`src/rtl/site_clk_pkg.sv`:
```
package site_clk_pkg;
  typedef enum logic [1:0] {
    RUN_OFF  = 2'd0,
    RUN_WAIT = 2'd1,
    RUN_ON   = 2'd2
  } run_state_t;

  typedef struct packed {
    logic base;
    logic sync;
  } tic_evt_t;
endpackage

```
`src/rtl/sc_sampler.sv`:
```
module sc_sampler #(
  parameter int SAMPLE_DIV = 20
) (
  input  logic clk,
  input  logic rst,
  input  logic line_i,
  output logic level_o,
  output logic sample_en_o
);
  logic meta_q, sync_q;

  always_ff @(posedge clk) begin
    if (rst) begin
      meta_q <= 1'b0;
      sync_q <= 1'b0;
    end else begin
      meta_q <= line_i;
      sync_q <= meta_q;
    end
  end
  assign level_o = sync_q;

  generate
    if (SAMPLE_DIV <= 1) begin : g_nodiv
      assign sample_en_o = 1'b1;
    end else begin : g_div
      localparam int DW = $clog2(SAMPLE_DIV);
      localparam logic [DW-1:0] LAST = DW'(SAMPLE_DIV - 1);
      logic [DW-1:0] div_q;
      always_ff @(posedge clk) begin
        if (rst) div_q <= '0;
        else if (div_q == LAST) div_q <= '0;
        else div_q <= div_q + 1'b1;
      end
      assign sample_en_o = (div_q == LAST);
    end
  endgenerate
endmodule

```
`src/rtl/sc_pulse_class.sv`:
```
module sc_pulse_class
  import site_clk_pkg::*;
#(
  parameter int BASE_MIN = 5,
  parameter int SYNC_MIN = 20,
  parameter int SYNC_MAX = 40
) (
  input  logic     clk,
  input  logic     rst,
  input  logic     level_i,
  input  logic     sample_en_i,
  output tic_evt_t evt_o
);
  localparam int WW = $clog2(SYNC_MAX + 2);
  localparam logic [WW-1:0] W_BMIN = WW'(BASE_MIN);
  localparam logic [WW-1:0] W_SMIN = WW'(SYNC_MIN);
  localparam logic [WW-1:0] W_SMAX = WW'(SYNC_MAX);
  localparam logic [WW-1:0] W_SAT  = WW'(SYNC_MAX + 1);

  logic [WW-1:0] width_q;
  logic          ending, in_base, in_sync;

  assign ending  = sample_en_i && !level_i && (width_q != '0);
  assign in_base = (width_q >= W_BMIN) && (width_q <= W_SMAX);
  assign in_sync = (width_q >= W_SMIN) && (width_q <= W_SMAX);

  always_ff @(posedge clk) begin
    if (rst) begin
      width_q <= '0;
      evt_o   <= '0;
    end else begin
      evt_o.base <= ending && in_base;
      evt_o.sync <= ending && in_sync;
      if (sample_en_i) begin
        if (level_i) begin
          if (width_q != W_SAT) width_q <= width_q + 1'b1;
        end else begin
          width_q <= '0;
        end
      end
    end
  end
endmodule

```
`src/rtl/sc_frame_ctr.sv`:
```
module sc_frame_ctr
  import site_clk_pkg::*;
#(
  parameter int CNT_W = 16
) (
  input  logic             clk,
  input  logic             rst,
  input  tic_evt_t         evt_i,
  input  logic             cfg_we_i,
  input  logic [CNT_W-1:0] cfg_count_i,
  input  logic             frame_ack_i,
  output logic             frame_start_o,
  output logic             frame_valid_o,
  output run_state_t       state_o,
  output logic             misalign_o,
  output logic             overrun_o,
  output logic             badcfg_o
);
  localparam logic [CNT_W-1:0] ONE = CNT_W'(1);

  logic [CNT_W-1:0] len_q, cnt_q;
  logic             start_now;

  assign start_now = !cfg_we_i &&
                     (((state_o == RUN_WAIT) && evt_i.sync) ||
                      ((state_o == RUN_ON) && evt_i.base && (evt_i.sync || cnt_q == ONE)));

  always_ff @(posedge clk) begin
    if (rst) begin
      state_o       <= RUN_OFF;
      len_q         <= '0;
      cnt_q         <= '0;
      frame_start_o <= 1'b0;
      frame_valid_o <= 1'b0;
      misalign_o    <= 1'b0;
      overrun_o     <= 1'b0;
      badcfg_o      <= 1'b0;
    end else begin
      frame_start_o <= start_now;
      frame_valid_o <= start_now || (frame_valid_o && !frame_ack_i);
      if (start_now && frame_valid_o && !frame_ack_i) overrun_o <= 1'b1;
      if (cfg_we_i) begin
        misalign_o <= 1'b0;
        overrun_o  <= 1'b0;
        if (cfg_count_i == '0) begin
          badcfg_o <= 1'b1;
          state_o  <= RUN_OFF;
        end else begin
          badcfg_o <= 1'b0;
          state_o  <= RUN_WAIT;
          len_q    <= cfg_count_i;
        end
      end else begin
        case (state_o)
          RUN_WAIT: if (evt_i.sync) begin
            state_o <= RUN_ON;
            cnt_q   <= len_q;
          end
          RUN_ON: if (evt_i.base) begin
            if (evt_i.sync) begin
              cnt_q <= len_q;
              if (cnt_q != ONE) misalign_o <= 1'b1;
            end else if (cnt_q == ONE) begin
              cnt_q <= len_q;
            end else begin
              cnt_q <= cnt_q - 1'b1;
            end
          end
          default: ;
        endcase
      end
    end
  end
endmodule

```
`src/rtl/site_frame_clock.sv`:
```
module site_frame_clock
  import site_clk_pkg::*;
#(
  parameter int CNT_W      = 16,
  parameter int SAMPLE_DIV = 20,
  parameter int BASE_MIN   = 5,
  parameter int SYNC_MIN   = 20,
  parameter int SYNC_MAX   = 40
) (
  input  logic             clk,
  input  logic             rst,
  input  logic             timing_line_i,
  input  logic             cfg_we_i,
  input  logic [CNT_W-1:0] cfg_count_i,
  input  logic             frame_ack_i,
  output logic             frame_start_o,
  output logic             frame_valid_o,
  output logic             job_sync_o,
  output logic             st_armed_o,
  output logic             st_run_o,
  output logic             st_misalign_o,
  output logic             st_overrun_o,
  output logic             st_badcfg_o
);
  logic       level, sample_en;
  tic_evt_t   evt;
  run_state_t state;

  sc_sampler #(.SAMPLE_DIV(SAMPLE_DIV)) u_samp (
    .clk(clk), .rst(rst), .line_i(timing_line_i),
    .level_o(level), .sample_en_o(sample_en)
  );

  sc_pulse_class #(.BASE_MIN(BASE_MIN), .SYNC_MIN(SYNC_MIN), .SYNC_MAX(SYNC_MAX)) u_cls (
    .clk(clk), .rst(rst), .level_i(level), .sample_en_i(sample_en), .evt_o(evt)
  );

  sc_frame_ctr #(.CNT_W(CNT_W)) u_ctr (
    .clk(clk), .rst(rst), .evt_i(evt), .cfg_we_i(cfg_we_i), .cfg_count_i(cfg_count_i),
    .frame_ack_i(frame_ack_i), .frame_start_o(frame_start_o), .frame_valid_o(frame_valid_o),
    .state_o(state), .misalign_o(st_misalign_o), .overrun_o(st_overrun_o),
    .badcfg_o(st_badcfg_o)
  );

  assign job_sync_o = evt.sync;
  assign st_armed_o = (state == RUN_WAIT);
  assign st_run_o   = (state == RUN_ON);
endmodule

```
`config.mk`:
```
export PLATFORM = sky130hd
export DESIGN_NAME = site_frame_clock
export DESIGN_NICKNAME = d
export VERILOG_FILES = /design/src/rtl/site_clk_pkg.sv /design/src/rtl/sc_sampler.sv /design/src/rtl/sc_pulse_class.sv /design/src/rtl/sc_frame_ctr.sv /design/src/rtl/site_frame_clock.sv
export SDC_FILE = /design/constraint.sdc
export NUM_CORES = 1
export LEC_CHECK = 0
export BUFFER_PORTS_ARGS = -buffer_cell sky130_fd_sc_hd__buf_2
export CAP_MARGIN = 20
export CORE_MARGIN = 8
export CORE_UTILIZATION = 62
export DETAILED_ROUTE_END_ITERATION = 6
export HOLD_SLACK_MARGIN = 0.15
export PLACE_DENSITY = 0.86
export SYNTH_ARGS = -nofsm -noshare
export SYNTH_HDL_FRONTEND = slang
export SYNTH_SLANG_ARGS = --single-unit
```
`constraint.sdc`:
```
create_clock -name clk -period 3.45 [get_ports clk]
set_input_delay 0.69 -clock clk [delete_from_list [all_inputs] [get_ports clk]]
set_output_delay 0.69 -clock clk [all_outputs]
set_load 0.01 [all_outputs]
```
==> flow_summary.toml, run 1 <==
[timing]
slew_violations = 0
skew_ns = 0.00676
slew_headroom = 0.463
setup_viol = 0
fin_crit_ns = 2.01
max_freq_mhz = 497
tightestPinTransition_ns = 0.805
rsz0062_at_grt = "false"
hold_viol = 0
setup_tns_ns = 0
post-route-period-util = 0.583

[finish]
area_delta_synth_final_pct = 8.88
finalInstanceArea_sq_mm = 0.00290
antenna-diode-count = 0
final_common_cell = "dfxtp_1"
layout_common_cells = "dfxtp_1, nand2_1, a21oi_1"
drive_above_1_share = 0.134
final_nets = 369
n_fill_cell = 354

[clock_tree]
cts_buffers = 5
clock_latency_ns = 0.30
htreeDepth = 2
clkTransAtPathRegs_ns = 0.09
tritoncts = "done"
cts.path.max_buffers = 2
clock-sinks = 54
cts_setup_buffers = 0
cts_hold_buf = 0
cts-root-buf = "clkbuf_8"
cts-resized-gates = 0

[worst_setup_path]
critPathArrivalTime_ns = 2.23
start_kind = "flip-flop"
rr_worst_depth = 7
crit_type = "flip-flop to flip-flop"
path_max_fanout = 25
cp-endpoint = "u_ctr.cnt_q[9]"
rrSetupSlack_ns = 1.44
crit_path_start = "u_ctr.cnt_q[1]"
worstPathRequired_ns = 3.67
regToRegStartpoint = "u_ctr.cnt_q[1]"
r2r-end = "u_ctr.cnt_q[9]"
critPathCaptureType = "flip-flop"

[yosys]
netlist_top_cells_area = "dfxtp_1, a21oi_1, nand2_1, mux2i_1, nor2_1"
ys_ff_latch = 54
yosysTopAreaCell = "dfxtp_1"
synthCells = 322
synthesis.nets = 349
ys.flop_type = "dfxtp_1"
synth_edf_count = 0
synth_top_area_share = 0.406
synth_cell_types = 48
postSynthAreaPerCell_sq_um = 8.27
seq_area_frac_synth = 0.406
ys_warn_count = 0
synthesis.area_sq_mm = 0.00266
async_flop_share = 0

[floorplanning]
start_util = 0.629
coreArea_sq_mm = 0.00423
die_x_um = 81.5
row_count = 24
die_area_sq_mm = 0.00665
die_height_um = 81.5
ios = 29

[power]
p_leak_nw = 1.13
power_density_mw_per_mm2 = 390
vdd.ir_drop.worst_mv = 0.283

[grt]
grt_pass1_vias = 2166
antenna_found_initial = 0
grt_pass1_wl_mm = 9.69
grt_max_degree = 49
overflow = 0
grtUsageTotal = 0.183

[routing]
ant_nets = 0
drcViolationCount = 0
drtIter0Drc = 136
routed_wl_mm = 5.85
wl_per_cell_um = 14.8
vias = 2348
drt-pass1-iter-count = 4
vias_per_cell = 5.94

[job]
drv_cap = 0

[placement]
numPortBuffers = 28
place_hpwl_mm = 4.14
finalWeightedCongestion = 0.860
placed_area_sq_mm = 0.00279

[run_status]
status = "finished clean"

[hold_path]
hold_path.class = "flip-flop to flip-flop"
[registers in the layout (all words and copies together), names as in the netlist]
name,count
u_cls.evt_o,2
u_cls.width_q,6
u_ctr.badcfg_o,1
u_ctr.cnt_q,16
u_ctr.frame_start_o,1
u_ctr.frame_valid_o,1
u_ctr.len_q,16
u_ctr.misalign_o,1
u_ctr.overrun_o,1
u_ctr.state_o,2
u_samp.g_div.div_q,5
u_samp.level_o,1
u_samp.meta_q,1
[through the flow]
step                std cells  power, W  utilization  worst slack (ns)  hold WS (ns)
finish                    395   0.00113        0.685              1.44         0.454
global placement          387  0.000723        0.660              1.32         0.416
global route              395   0.00117        0.685              1.28         0.469
floorplan                 322  0.000700            -              1.65         0.414
detailed placement        387  0.000725        0.660              1.28         0.435
CTS                       395   0.00113        0.685              1.45         0.456
[worst max-delay path, stage by stage (launching register included)]
cell	delay, ns
dfxtp_1	0.34
inv_1	0.12
ha_1	0.16
nor4b_2	0.31
nand4_4	0.21
and2_4	0.31
mux2i_1	0.18
a221oi_2	0.30
[power by group]
group	switching (W)	internal, W	total, W
logic	0.0000361	0.0000259	0.0000620
registers	0.0000103	0.000639	0.000649
clock network	0.000202	0.000218	0.000419
[cell usage after synthesis (2+ instances only)]
library cell  number
o21ai_1            3
o31ai_1            3
inv_1             21
o32ai_1            9
nor4_1             8
nor2b_1            4
o21bai_1           3
o21a_1             3
nor2_1            24
nand3b_1           3
a21oi_1           37
nor4_4             2
nand3_1           10
nor3_1             6
nand2b_1           2
a21boi_0           2
or2_2              2
clkbuf_1          12
nand4b_1           2
and2_1             2
o21ai_0            5
a221oi_2           2
mux2i_1            9
dfxtp_1           54
xnor2_1            4
ha_1               6
nand2_1           48
a31oi_1            4
or3_1              5
or4_1              3
buf_6              3
a21o_1             2
nand4_1            4
[kinds of logic (layout without fill, tap and decap cells)]
| group | after synthesis | count (layout) | synth area share |
|---|---|---|---|
| mux | 9 | 9 | 0.0338 |
| fa+ha+maj | 6 | 6 | 0.0282 |
| xor+xnor | 5 | 5 | 0.0164 |
| simple gates | 133 | 133 | 0.269 |
| buf+inv | 37 | 58 | 0.0606 |
| flops | 54 | 54 | 0.406 |
| compound gates | 78 | 78 | 0.186 |
[per-layer routing]
layer  vias up  GRT usage  part of all wire
li1       1180          -                 -
met1      1090      0.229              0.46
met2        68      0.300              0.48
met3        10     0.0405             0.048
met4         0     0.0679             0.013
met5         -          0                 0
[worst min path at each step]
stage,startpoint,to,cells past startpoint
detailed placement,u_samp.meta_q,u_samp.level_o,1
global placement,u_samp.meta_q,u_samp.level_o,1
finish,u_samp.g_div.div_q[0],u_samp.g_div.div_q[0],1
CTS,u_samp.g_div.div_q[0],u_samp.g_div.div_q[0],1
global route,u_samp.meta_q,u_samp.level_o,1
floorplan,u_samp.meta_q,u_samp.level_o,1
[area by class of cell]
class / count / area, sq um / share of cell area
well taps: 52 / 65.1 / 0.0224
multi-input cells: 231 / 1420 / 0.490
clock buffers: 7 / 76.3 / 0.0263
flip-flops and latches: 54 / 1080 / 0.373
inverters: 21 / 78.8 / 0.0272
clock inverters: 1 / 30.0 / 0.0104
repair buffers: 29 / 148 / 0.0509
(Power assumes the default switching activity.)
==> run 2, diff against run 1 <==
CORE_UTILIZATION = 52   (was 62)
PLACE_DENSITY = 0.77   (was 0.86)
clock period = 1.78 ns   (was 3.45 ns; I/O delays follow)
==> flow_summary.toml, run 2 (synthesis gave the netlist of run 1 again) <==
[run_status]
status = "finished clean"

[grt]
grtUsageTotal = 0.176
grt_pass1_vias = 2285
overflow = 0
grt_max_degree = 20
grt_pass1_wl_mm = 10.8
antenna_found_initial = 0

[routing]
drtIter0Drc = 242
wl_per_cell_um = 15.3
vias_per_cell = 5.66
ant_nets = 0
vias = 2457
drcViolationCount = 0
drt-pass1-iter-count = 4
routed_wl_mm = 6.63

[finish]
final_nets = 390
largestRegisters = "u_ctr.cnt_q x16, u_ctr.len_q x16, u_cls.width_q x6"
area_delta_synth_final_pct = 18.3
n_fill_cell = 436
layout_common_cells = "dfxtp_1, nand2_1, a21oi_1"
multi_input_area_sq_mm = 0.00149
antenna-diode-count = 0
final_util = 0.629
final_common_cell = "dfxtp_1"
seq_area_sq_mm = 0.00108
drive_above_1_share = 0.228

[timing]
setup_viol = 0
post-route-period-util = 0.990
tightestPinTransition_ns = 0.478
hold_viol = 0
setup_tns_ns = 0
slew_violations = 0
fin_crit_ns = 1.76
slew_headroom = 0.681
rsz0062_at_grt = "true"
skew_ns = 0.00681
max_freq_mhz = 567

[floorplanning]
die_x_um = 87.6
coreArea_sq_mm = 0.00501
die_area_sq_mm = 0.00767
die_height_um = 87.6
ios = 29
start_util = 0.532
row_count = 26

[clock_tree]
clock-sinks = 54
clock_latency_ns = 0.31
cts-root-buf = "clkbuf_8"
cts.path.max_buffers = 2
cts_buffers = 5
clkTransAtPathRegs_ns = 0.09
tritoncts = "done"
htreeDepth = 2

[placement]
finalWeightedCongestion = 0.882
numPortBuffers = 28
place_hpwl_mm = 4.64

[worst_setup_path]
path_max_fanout = 6
start_kind = "flip-flop"
critPathArrivalTime_ns = 1.99
worstPathRequired_ns = 2.01
crit_type = "flip-flop to flip-flop"
critPathCaptureType = "flip-flop"

[power]
p_leak_nw = 1.25
power_density_mw_per_mm2 = 691
vdd.ir_drop.worst_mv = 0.505

[job]
drv_cap = 0

[hold_path]
hold_path.class = "primary input to flip-flop"
==> run 2: power breakdown <==
group	internal, W	switching, W
logic	0.0000595	0.0000751
clock network	0.000393	0.000392
registers	0.00124	0.0000210
==> run 2: routing by layer <==
layer	vias to the layer above	global-route usage	wire length, um
li1	1219	-	-
met1	1161	0.205	2780
met2	68	0.311	3390
met3	9	0.0413	364
met4	0	0.0547	87
met5	-	0	0
==> run 2: layout make-up <==
cell class	count	area share
Clock buffer	8	0.0349
Tap cell	70	0.0278
Sequential cell	54	0.344
Inverter	21	0.0250
Multi-Input combinational cell	233	0.472
Timing Repair Buffer	48	0.0961
==> run 2: timing repair <==
item	in CTS	in global routing
pin swaps	0	4
buffers inserted	0	0
gates resized for setup	3	14
setup endpoints to repair	6	15
cloned	1	1
hold buffers	0	0
==> run 2: critical path: stages (launching register included) <==
cell	delay [ns]
dfxtp_2	0.35
inv_2	0.07
ha_1	0.16
or3b_4	0.44
nor3_4	0.25
and4_1	0.26
a21oi_2	0.05
o32ai_2	0.10
==> run 2: final timing paths <==
kind / from / end / slack, ns / cells past startpoint
worst max-delay path: u_ctr.cnt_q[0] / u_ctr.cnt_q[14] / 0.02 / 7
worst min-delay path: timing_line_i / u_samp.meta_q / 0.25 / 2
worst max register to register: u_ctr.cnt_q[0] / u_ctr.cnt_q[14] / 0.02 / 7
worst min register to register: u_samp.g_div.div_q[0] / u_samp.g_div.div_q[0] / 0.45 / 1
==> run 2: through the flow <==
stage / area (sq um) / instances / total power [W] / setup slack, ns / hold slack, ns
2_1_floorplan: 2660 / 322 / 0.00136 / 0.0212 / 0.414
3_3_place_gp: 2970 / 424 / 0.00142 / -0.0346 / 0.422
3_5_place_dp: 2970 / 424 / 0.00142 / -0.0490 / 0.433
4_1_cts: 3100 / 433 / 0.00218 / 0.0293 / 0.252
5_1_grt: 3150 / 434 / 0.00226 / -0.0531 / 0.247
6_report: 3150 / 434 / 0.00218 / 0.0175 / 0.253
==> run 3, diff against run 2 <==
CORE_ASPECT_RATIO = 1.25   (was unset)
==> flow_summary.toml, run 3 (synthesis gave the netlist of run 1 again) <==
[run_status]
status = "finished clean"

[routing]
drcViolationCount = 0
routed_wl_mm = 6.44
ant_nets = 0
drtIter0Drc = 142
vias_per_cell = 5.82
vias = 2445
wl_per_cell_um = 15.3
drt-pass1-iter-count = 4

[power]
clockPowerShare = 0.372
power_density_mw_per_mm2 = 718
p_int_w = 0.00172
pwr-share-comb = 0.060
p_leak_nw = 1.21
vdd.ir_drop.worst_mv = 0.641
switchingPower_w = 0.000502
p_seq_frac = 0.568
switching_share = 0.226

[grt]
antenna_found_initial = 0
grt_pass1_wl_mm = 10.7
grtUsageTotal = 0.173
grt_max_degree = 26
grt_pass1_vias = 2359
overflow = 0

[placement]
placed_area_sq_mm = 0.00292
place_inst = 411
post-place-ws_ns = -0.0357
finalWeightedCongestion = 0.873
place_hpwl_mm = 4.66
numPortBuffers = 28

[floorplanning]
start_util = 0.532
die_area_sq_mm = 0.00768
die_height_um = 96.0
row_count = 29
coreArea_sq_mm = 0.00501
ios = 29
die_x_um = 80.0

[worst_setup_path]
start_kind = "flip-flop"
critPathCaptureType = "flip-flop"
path_max_fanout = 6
crit_type = "flip-flop to flip-flop"
rrSetupSlack_ns = 0.04
worstPathRequired_ns = 1.98
critPathArrivalTime_ns = 1.94

[timing]
slew_headroom = 0.705
skew_ns = 0.00445
rsz0062_at_grt = "true"
slew_violations = 0
setup_ws_ns = 0.0410
hold_viol = 0
setup_viol = 0
fin_crit_ns = 1.74
post-route-period-util = 0.977
max_freq_mhz = 575
timing.hold.ws_ns = 0.253
tightestPinTransition_ns = 0.442

[clock_tree]
clkTransAtPathRegs_ns = 0.10
cts_buffers = 5
tritoncts = "done"
clock-sinks = 54
clock_latency_ns = 0.31
cts_hold_buf = 0
htreeDepth = 2
cts-root-buf = "clkbuf_8"
cts.path.max_buffers = 2

[finish]
drive_above_1_share = 0.201
stdcell_count = 420
final_nets = 384
finalInstanceArea_sq_mm = 0.00309
layout_common_cells = "dfxtp_1, nand2_1, a21oi_1"
largestRegisters = "u_ctr.cnt_q x16, u_ctr.len_q x16, u_cls.width_q x6"
antenna-diode-count = 0
final_common_cell = "dfxtp_1"
area_delta_synth_final_pct = 16.0

[job]
drv_cap = 0

[hold_path]
hold_path.class = "primary input to flip-flop"
run 3: worst max-delay path, cell delays in order (launching register included):
cell and delay, ns:
dfxtp_4 0.37, inv_2 0.09, ha_4 0.14, or3b_4 0.44, nor3_1 0.22, nand4_1 0.15, o21ai_1 0.13, a221oi_2 0.09
run 3: power groups by stage:
stage,clock (W),sequential [W],combinational (W)
final,0.000825,0.00126,0.000133
after floorplan,0,0.00128,0.0000776
after CTS,0.000838,0.00126,0.000133
after global placement,0,0.00129,0.000130
after detailed placement,0,0.00129,0.000132
after global routing,0.000888,0.00126,0.000149
run 3: worst paths after layout:
kind,startpoint,to,depth (start not counted)
hold / removal,timing_line_i,u_samp.meta_q,2
setup / recovery,u_ctr.cnt_q[0],u_ctr.cnt_q[8],7
hold reg to reg,u_samp.meta_q,u_samp.level_o,1
setup reg to reg,u_ctr.cnt_q[0],u_ctr.cnt_q[8],7
run 3: timing repair:
action	in CTS	in global routing
pin swaps	0	3
buffers inserted	0	0
gates cloned	0	1
gates resized for setup	3	13
endpoints found under the setup margin	6	15
run 3: cell type report:
cell class / count / area (sq um)
Sequential cell: 54 / 1090
Timing Repair Buffer: 43 / 265
Fill cell: 432 / 1920
Multi-Input combinational cell: 232 / 1470
Clock inverter: 2 / 37.5
Tap cell: 62 / 77.6
Inverter: 21 / 81.3
Clock buffer: 6 / 72.6
run 3: metal layers:
metal	share of wire	vias to the layer above	GRT usage
li1	-	1215	-
met1	0.43	1151	0.204
met2	0.49	62	0.295
met3	0.048	17	0.0308
met4	0.028	0	0.0881
met5	0	-	0
run 3: metrics by stage:
stage	setup TNS, ns	power [W]	util
3_3_place_gp	0	0.00142	0.584
6_report	0	0.00222	0.617
5_1_grt	-0.0946	0.00230	0.617
2_1_floorplan	0	0.00136	-
3_5_place_dp	-0.0955	0.00142	0.584
4_1_cts	0	0.00223	0.609
